**src/rtl/frac_baud_pkg.sv**
```systemverilog
package frac_baud_pkg;

    // Widths of the fixed-point divisor and the register port
    parameter int INT_W  = 16;
    parameter int FRAC_W = 6;
    parameter int BUS_W  = 32;
    parameter int OSR    = 16;

    localparam int CNT_W = INT_W + 1;
    localparam int SUB_W = $clog2(OSR);

    // Register select encoding
    typedef enum logic {
        SEL_INT  = 1'b0,
        SEL_FRAC = 1'b1
    } reg_sel_e;

    // Fixed-point divisor: integer cycles plus fraction in 1/2^FRAC_W units
    typedef struct packed {
        logic [INT_W-1:0]  ip;
        logic [FRAC_W-1:0] fp;
    } divisor_t;

    // Timing state carried between strobes
    typedef struct packed {
        logic [CNT_W-1:0]  cnt;
        logic [FRAC_W-1:0] acc;
        logic              stretch;
        logic              tick;
    } tick_state_t;

    localparam tick_state_t TICK_IDLE = '{cnt: '0, acc: '0, stretch: 1'b0, tick: 1'b0};

    // Accumulate the fraction; the top bit of the result is the wrap carry
    function automatic logic [FRAC_W:0] frac_add(input logic [FRAC_W-1:0] a,
                                                 input logic [FRAC_W-1:0] b);
        return {1'b0, a} + {1'b0, b};
    endfunction

    // Length of the current interval in reference cycles
    function automatic logic [CNT_W-1:0] interval_len(input logic [INT_W-1:0] ip,
                                                      input logic stretch);
        return {1'b0, ip} + {{INT_W{1'b0}}, stretch};
    endfunction

endpackage

```
**src/rtl/frac_baud_regs.sv**
```systemverilog
module frac_baud_regs
    import frac_baud_pkg::*;
#(
    parameter int DW = BUS_W
) (
    input  logic          clk,
    input  logic          rst,
    input  logic          en,
    input  logic          wr_en,
    input  logic          wr_sel,
    input  logic [DW-1:0] wr_data,
    input  logic          rd_sel,
    output logic [DW-1:0] rd_data,
    output divisor_t      div
);

    divisor_t div_q;
    logic     wr_ok;

    // Writes are accepted only while the generator is stopped
    assign wr_ok = wr_en & ~en;

    always_ff @(posedge clk) begin
        if (rst) begin
            div_q <= '0;
        end else if (wr_ok) begin
            if (reg_sel_e'(wr_sel) == SEL_INT)
                div_q.ip <= wr_data[INT_W-1:0];
            else
                div_q.fp <= wr_data[FRAC_W-1:0];
        end
    end

    always_comb begin
        rd_data = '0;
        if (reg_sel_e'(rd_sel) == SEL_INT)
            rd_data[INT_W-1:0] = div_q.ip;
        else
            rd_data[FRAC_W-1:0] = div_q.fp;
    end

    assign div = div_q;

endmodule

```
**src/rtl/frac_baud_tick.sv**
```systemverilog
module frac_baud_tick
    import frac_baud_pkg::*;
(
    input  logic     clk,
    input  logic     rst,
    input  logic     run,
    input  divisor_t div,
    output logic     tick
);

    localparam logic [CNT_W-1:0] ONE = {{(CNT_W-1){1'b0}}, 1'b1};

    tick_state_t       st_q;
    tick_state_t       st_d;
    logic [CNT_W-1:0]  limit;
    logic              last;
    logic [FRAC_W:0]   sum;

    assign limit = interval_len(div.ip, st_q.stretch);
    assign last  = (st_q.cnt == limit - ONE);
    assign sum   = frac_add(st_q.acc, div.fp);

    always_comb begin
        st_d = st_q;
        if (last) begin
            st_d.cnt     = '0;
            st_d.tick    = 1'b1;
            st_d.acc     = sum[FRAC_W-1:0];
            st_d.stretch = sum[FRAC_W];
        end else begin
            st_d.cnt  = st_q.cnt + ONE;
            st_d.tick = 1'b0;
        end
    end

    always_ff @(posedge clk) begin
        if (rst || !run)
            st_q <= TICK_IDLE;
        else
            st_q <= st_d;
    end

    assign tick = st_q.tick;

endmodule

```
**src/rtl/frac_baud_bitdiv.sv**
```systemverilog
module frac_baud_bitdiv
    import frac_baud_pkg::*;
#(
    parameter int RATIO = OSR
) (
    input  logic clk,
    input  logic rst,
    input  logic run,
    input  logic tick,
    output logic bit_tick
);

    localparam int SW = (RATIO > 1) ? $clog2(RATIO) : 1;
    localparam logic [SW-1:0] TOP = SW'(RATIO - 1);
    localparam logic [SW-1:0] ONE = SW'(1);

    logic [SW-1:0] sub_q;

    always_ff @(posedge clk) begin
        if (rst || !run)
            sub_q <= '0;
        else if (tick)
            sub_q <= (sub_q == TOP) ? '0 : sub_q + ONE;
    end

    assign bit_tick = tick & (sub_q == TOP);

endmodule

```
**src/rtl/frac_baud_gen.sv**
```systemverilog
module frac_baud_gen
    import frac_baud_pkg::*;
#(
    parameter int DW = BUS_W
) (
    input  logic          clk,
    input  logic          rst,
    input  logic          en,
    input  logic          wr_en,
    input  logic          wr_sel,
    input  logic [DW-1:0] wr_data,
    input  logic          rd_sel,
    output logic [DW-1:0] rd_data,
    output logic          osr_tick,
    output logic          bit_tick
);

    divisor_t          div_q;
    logic              run;
    logic [INT_W-1:0]  div_int;
    logic [FRAC_W-1:0] div_frac;

    assign div_int  = div_q.ip;
    assign div_frac = div_q.fp;
    assign run      = en & (div_int != '0);

    frac_baud_regs #(.DW(DW)) u_regs (
        .clk     (clk),
        .rst     (rst),
        .en      (en),
        .wr_en   (wr_en),
        .wr_sel  (wr_sel),
        .wr_data (wr_data),
        .rd_sel  (rd_sel),
        .rd_data (rd_data),
        .div     (div_q)
    );

    frac_baud_tick u_tick (
        .clk  (clk),
        .rst  (rst),
        .run  (run),
        .div  (div_q),
        .tick (osr_tick)
    );

    frac_baud_bitdiv #(.RATIO(OSR)) u_bitdiv (
        .clk      (clk),
        .rst      (rst),
        .run      (run),
        .tick     (osr_tick),
        .bit_tick (bit_tick)
    );

endmodule

```
**config.mk**
```make
export PLATFORM = sky130hd
export DESIGN_NAME = frac_baud_gen
export DESIGN_NICKNAME = d
export VERILOG_FILES = /design/src/rtl/frac_baud_pkg.sv /design/src/rtl/frac_baud_regs.sv /design/src/rtl/frac_baud_tick.sv /design/src/rtl/frac_baud_bitdiv.sv /design/src/rtl/frac_baud_gen.sv
export SDC_FILE = /design/constraint.sdc
export NUM_CORES = 1
export LEC_CHECK = 0
export ABC_AREA = 1
export BUFFER_PORTS_ARGS = -buffer_cell sky130_fd_sc_hd__buf_2
export CORE_MARGIN = 8
export CORE_UTILIZATION = 50
export DETAILED_ROUTE_END_ITERATION = 16
export PLACE_DENSITY = 0.86
export SYNTH_ARGS = -nofsm -noshare
export SYNTH_HDL_FRONTEND = slang
export SYNTH_HIERARCHICAL = 1
export SYNTH_SLANG_ARGS = --single-unit
```
**constraint.sdc**
```tcl
create_clock -name clk -period 2.2 [get_ports clk]
set_input_delay 0.22 -clock clk [delete_from_list [all_inputs] [get_ports clk]]
set_output_delay 0.22 -clock clk [all_outputs]
set_load 0.005 [all_outputs]
```
==> flow_metrics.tcl, run 1 <==
set metrics [dict create \
    status "finished clean" \
    globalplace.congestion 0.941 \
    placed_area_sq_um 3740 \
    num-fill-cells 600 \
    wl_per_cell_um 11.6 \
    routed_wirelength_mm 8.13 \
    p_per_area_nw_per_um2 521 \
    setup_viol 0 \
    use_met1_pct 18.8 \
    drive_gt1_share_pct 13.2 \
    drc_errors 0 \
    cp.required_ns 2.42 \
    syn_inst 564 \
    die_y_um 99.6 \
    muxShareOfSynthArea_pct 0 \
    std_cell_rows 30 \
    globalRouteMet3Util_pct 3.21 \
    cts_root_buf "clkbuf_8" \
    crit_fanout 8 \
    hold_viol_final 0 \
    post_synth.cell_area_avg_sq_um 6.19 \
    worst_pin_slew_ns 0.723 \
    use_met2_pct 28.6 \
    clk_pin_slew_worst_paths_ns 0.10 \
    vias 3452 \
    timing.final.crit_share_pct 94.8 \
    rrSetupSlack_ns 0.11 \
    worstSetupStartpointType "flip-flop" \
    yosys.area.top_type "dfxtp_1" \
    synthAdderAreaFrac_pct 4.16 \
    synth_top_area_share_pct 29.2 \
    syn-cell-area_sq_um 3490 \
    cts_tree "yes" \
    ios 72 \
    ys_ff_latch 51 \
    cts-hold-fix-buffers 0 \
    h-tree-depth 2 \
    synth-seq-area-share_pct 29.2 \
    diodes 0 \
    globalRouteOverflowTotal 0 \
    io_buffer_count 39 \
    yosys-top-cells-area "dfxtp_1 (29%), nand2_1 (17%), nor2_1 (13%)" \
    p_leak_nw 2.01 \
    initial_core_util_pct 51.4 \
    fin_ws_ns 0.114 \
    synthTopCellsByCount "nand2_1 (155), nor2_1 (117), inv_1 (81), dfxtp_1 (51), nand3_1 (37)" \
    crit_path_top_delay_cell "dfxtp_1" \
    worstSkewPairLatency_ns 0.31 \
    syn2layout_area_growth_pct 10.8 \
    grt_busiest_layer "met2" \
    detail-route-antenna-nets 0 \
    crit_chain "inv_2 -> ha_4 -> ha_4 -> nand3_4 -> nor2_4 -> nand2_1 -> xor2_1 -> nand2_1 -> nor2_1 -> nand3_4 -> buf_12 -> nand3_1 -> nand2_1" \
    first_global_vias 3286 \
    viasPerCell 4.91 \
    coreArea_sq_um 6790 \
    relSlewSlack_pct 51.8 \
    dr.pass1.iters 5 \
    yosysMostFrequentCell "nand2_1" \
    arrival_ns 2.30 \
    slew_violations 0 \
    ir_drop_v 0.000348 \
    synth-xor-area-share_pct 7.52 \
    fin_skew_ns 0.00642 \
    synth_compound_area_share_pct 3.73 \
    ys.flop_type "dfxtp_1" \
    dieWidth_um 99.6 \
    grtUsageTotal_pct 16.3 \
    antenna_found_initial 0 \
    cp_common_cell "nand2_1" \
    worstSetupPathType "reg -> reg" \
    grt_pass1_wl_mm 13.7 \
    layout_min_cycle_time_ns 2.09 \
    yosysUniqueCellTypes 31 \
    cts_sinks 51 \
    clock.fmax_mhz 479 \
    pre_cts_ws_ns 0.0322 \
    synth_edf_count 0 \
    die-area_sq_um 9910 \
    yosysWarnings 6 \
    synthSimpleGateAreaFrac_pct 41.1 \
    slowest_delay_ns 0.34 \
    async_flop_share_pct 0 \
    grt_max_degree 33 \
    drv_cap 0 \
    hp-class "in -> reg" \
    clock_path_buffers 2 \
    cts_buffers 5 \
    drtIter0Drc 246 \
    synth_top_family_by_area "simple AND/OR/NAND/NOR gates" \
    hpwl_mm 6.28 \
    fin_setup_tns_ns 0 \
    crit_path_end_kind "flip-flop" \
    final_area_sq_um 3870 \
    finalNetCount 655 \
]
==> report_power, final <==
group	internal, W	switching (W)
Combinational	0.000170	0.000308
Clock	0.000225	0.000333
Sequential	0.000947	0.0000334
==> logic make-up (layout without fill, tap and decap cells) <==
family          count (synthesis)  after routing
simple gates                  339            339
xor+xnor                       30             30
other cells                     1             16
fa+ha+maj                      11             11
compound gates                 25             25
flops                          51             51
buf+inv                       107            135
==> critical path: cells and delay by family (launching register included) <==
kind	cells	cell delay (ns)
simple gates	8	0.93
fa+ha+maj	2	0.29
xor+xnor	1	0.21
buf+inv	2	0.24
flops	1	0.34
==> final cells by class <==
type / instances / area, sq um / share of cell area, %
clock buffer: 5 / 68.8 / 1.78
clock inverter: 3 / 18.8 / 0.485
inverter: 81 / 304 / 7.86
multi-input combinational: 421 / 2080 / 53.6
sequential: 51 / 1020 / 26.4
tap: 96 / 120 / 3.10
timing repair buffer: 46 / 260 / 6.72
==> flip-flops by register name (all words and copies together) (netlist names) <==
register	cells
u_bitdiv/sub_q	4
u_tick/tick	1
u_tick/st_q	24
u_regs/div	22
==> what timing repair did <==
action | CTS | global route
buffers inserted | 0 | 0
gates resized for setup | 0 | 11
endpoints found under the setup margin | 0 | 25
==> cells in the final DEF (no fill, tap or decap), types with 4 or more instances in the layout <==
master | netlist | final
nor2_1 | 117 | 117
buf_4 | 16 | 6
ha_1 | 10 | 8
nand2_1 | 155 | 152
xor2_1 | 20 | 20
nand4_1 | 4 | 4
clkbuf_8 | 0 | 5
o21ai_0 | 14 | 14
nand3_1 | 37 | 37
nor2_2 | 9 | 9
inv_1 | 81 | 79
nand2_2 | 2 | 5
nor3_1 | 4 | 4
a21oi_1 | 8 | 8
dfxtp_1 | 51 | 50
conb_1 | 1 | 16
xnor2_1 | 10 | 10
buf_2 | 4 | 39
==> metal layers <==
layer / routed length (um) / share of wire, % / vias to the layer above
li1: - / - / 1759
met1: 3550 / 44 / 1557
met2: 3870 / 48 / 120
met3: 548 / 6.7 / 16
met4: 162 / 2.0 / 0
met5: 0 / 0 / -
==> path summary, 6_finish.rpt <==
path / start / endpoint / depth (start not counted)
max: u_tick/st_q[1] / u_tick/st_q[1] / 13
min: rst / u_tick/tick / 2
min reg2reg: u_tick/st_q[7] / u_tick/st_q[7] / 2
max reg2reg: u_tick/st_q[1] / u_tick/st_q[1] / 13
==> per-stage QoR <==
stage | cells | power (W) | hold WS, ns | util (%)
after floorplan | 579 | 0.00136 | 0.299 | -
after CTS | 703 | 0.00200 | 0.102 | 56.3
after global placement | 695 | 0.00144 | 0.429 | 55.0
after global routing | 703 | 0.00211 | 0.118 | 57.0
after detailed placement | 695 | 0.00146 | 0.433 | 55.0
final | 703 | 0.00202 | 0.102 | 57.0
Note: power is estimated with default switching activity, not from simulation.
==> inputs of run 2 (changes only) <==
clock period = 1.9 ns   (was 2.2 ns; I/O delays follow)
==> run 2 against run 1 <==
The flow now finishes with violations (setup timing). Total power is 21% higher. Clock power is 14% higher. Utilization grew 3.8 points. Setup slack worse by 0.30 ns. Largest cell class unchanged.
==> flow_metrics.tcl, run 2 (synthesis results as in run 1) <==
set metrics [dict create \
    status "complete, but fails checks" \
    violations "setup timing" \
    drive_gt1_share_pct 18.3 \
    cts_sinks 51 \
    wl_per_cell_um 12.0 \
    ir_drop_v 0.000408 \
    fin_setup_tns_ns -3.59 \
    switchingPower_w 0.000808 \
    slowest_delay_ns 0.35 \
    timing.rr.start "u_tick/st_q[1]" \
    grtUsageTotal_pct 17.6 \
    relSlewSlack_pct 53.1 \
    setup_viol 25 \
    crit_buf_inv 3 \
    regMostFlops "u_tick/st_q" \
    drtIter0Drc 339 \
    cts_buffers 5 \
    grt_pass1_wl_mm 14.7 \
    clock.fmax_mhz 480 \
    hpwl_mm 6.55 \
    syn2layout_area_growth_pct 18.2 \
    hp-class "in -> reg" \
    dieWidth_um 99.6 \
    detail-route-antenna-nets 0 \
    pwr-share-comb_pct 27.3 \
    diodes 0 \
    p_clk_share_pct 26.2 \
    worstSkewPairLatency_ns 0.31 \
    layout_min_cycle_time_ns 2.08 \
    crit_path_end_kind "flip-flop" \
    fin_ws_ns -0.183 \
    rrSetupSlack_ns -0.18 \
    initial_core_util_pct 51.4 \
    drc_errors 0 \
    intPower_w 0.00162 \
    antenna_found_initial 0 \
    cts_root_buf "clkbuf_8" \
    hold_viol_final 0 \
    critPathLaunch "u_tick/st_q[1]" \
    clock_path_buffers 2 \
    coreArea_sq_um 6790 \
    die-area_sq_um 9910 \
    r2r_cells 15 \
    ios 72 \
    grt_max_degree 33 \
    hold_depth 2 \
    routed_wirelength_mm 8.74 \
    cp.required_ns 2.11 \
    power_w 0.00243 \
    utilization_pct 60.8 \
    p_per_area_nw_per_um2 589 \
    rr_endpoint "u_tick/st_q[3]" \
    largest_reg_flops 24 \
    first_global_vias 3428 \
    dr.pass1.iters 5 \
    h-tree-depth 2 \
    cts_tree "yes" \
    cp_top_family "simple AND/OR/NAND/NOR gates" \
    hold_start "rst" \
    crit_path_top_delay_cell "dfxtp_2" \
    worstSetupPathType "reg -> reg" \
    crit_chain "inv_2 -> ha_4 -> ha_4 -> nand3_4 -> buf_6 -> nand3_1 -> nand2_1 -> nand3_1 -> nor2_1 -> nand2_1 -> nor2_2 -> nand3_4 -> buf_12 -> nand3_1 -> nand2_1" \
    fin_skew_ns 0.00532 \
    timing.final.crit_share_pct 110 \
    drv_cap 0 \
    viasPerCell 4.92 \
    std_cell_rows 30 \
    die_y_um 99.6 \
    finalNetCount 681 \
    worstSetupStartpointType "flip-flop" \
    vias 3590 \
    final_cell_mix "nand2_1 (154), nor2_1 (112), inv_1 (79)" \
    slew_violations 0 \
    p_leak_nw 2.14 \
    arrival_ns 2.30 \
    holdPathEnd "u_tick/tick" \
    globalplace.congestion 0.882 \
    worst_pin_slew_ns 0.703 \
    swShare_pct 33.2 \
    globalRouteOverflowTotal 0 \
    rsz0062_at_grt "true" \
    io_buffer_count 39 \
    clk_pin_slew_worst_paths_ns 0.10 \
    seq_power_share_pct 46.5 \
    layout_commonest_cell "nand2_1" \
    crit_fanout 8 \
]
==> run 2: what timing repair did <==
action	in CTS	in global routing
hold buffers	0	0
endpoints found under the setup margin	25	25
pin swaps	14	12
setup buffers	3	1
resized for setup	10	7
==> run 2: how the worst max path moves through the flow <==
stage	to	slack, ns	cells after the start
after floorplan	u_tick/st_q[17]	0.02	13
after global placement	u_tick/st_q[23]	-0.07	12
after detailed placement	u_tick/st_q[23]	-0.16	14
after CTS	u_tick/st_q[7]	-0.16	15
after global routing	u_tick/st_q[3]	-0.29	15
final	u_tick/st_q[3]	-0.18	15
==> run 2: area by class of cell <==
type                    count  area, sq um
clock buffers               5         68.8
clock inverters             3         18.8
fillers                   585         2670
inverters                  81          304
multi-input cells         421         2120
flip-flops and latches     51         1020
well taps                  96          120
repair buffers             72          475
==> run 2: power by group through the flow <==
stage               clock (W)  combinational (W)  sequential, W
finish               0.000638           0.000664        0.00113
global route         0.000681           0.000748        0.00113
CTS                  0.000647           0.000641        0.00113
detailed placement          0           0.000610        0.00115
global placement            0           0.000590        0.00115
floorplan                   0           0.000443        0.00115
==> run 2: worst reg2reg max path: cells and delay by family, from the launching register on <==
kind	cells	cell delay, ns
simple gates	10	0.98
flops	1	0.35
buf+inv	3	0.34
fa+ha+maj	2	0.33
==> run 2: stage by stage <==
step                      cells  area [sq um]  worst slack, ns  hold WS (ns)
after floorplan             579          3580           0.0158         0.269
after detailed placement    717          3950           -0.163         0.414
after global routing        729          4130           -0.292        0.0964
after CTS                   728          4090           -0.156        0.0841
after global placement      717          3950          -0.0746         0.400
final                       729          4130           -0.183        0.0864
==> run 2: layer usage <==
layer / vias up / global-route usage, % / routed length (um) / share of wire (%)
met5: - / 0 / 0 / 0
met4: 0 / 7.57 / 198 / 2.3
met3: 17 / 2.65 / 573 / 6.6
met2: 142 / 30.6 / 4150 / 48
met1: 1623 / 20.8 / 3810 / 44
li1: 1808 / - / - / -
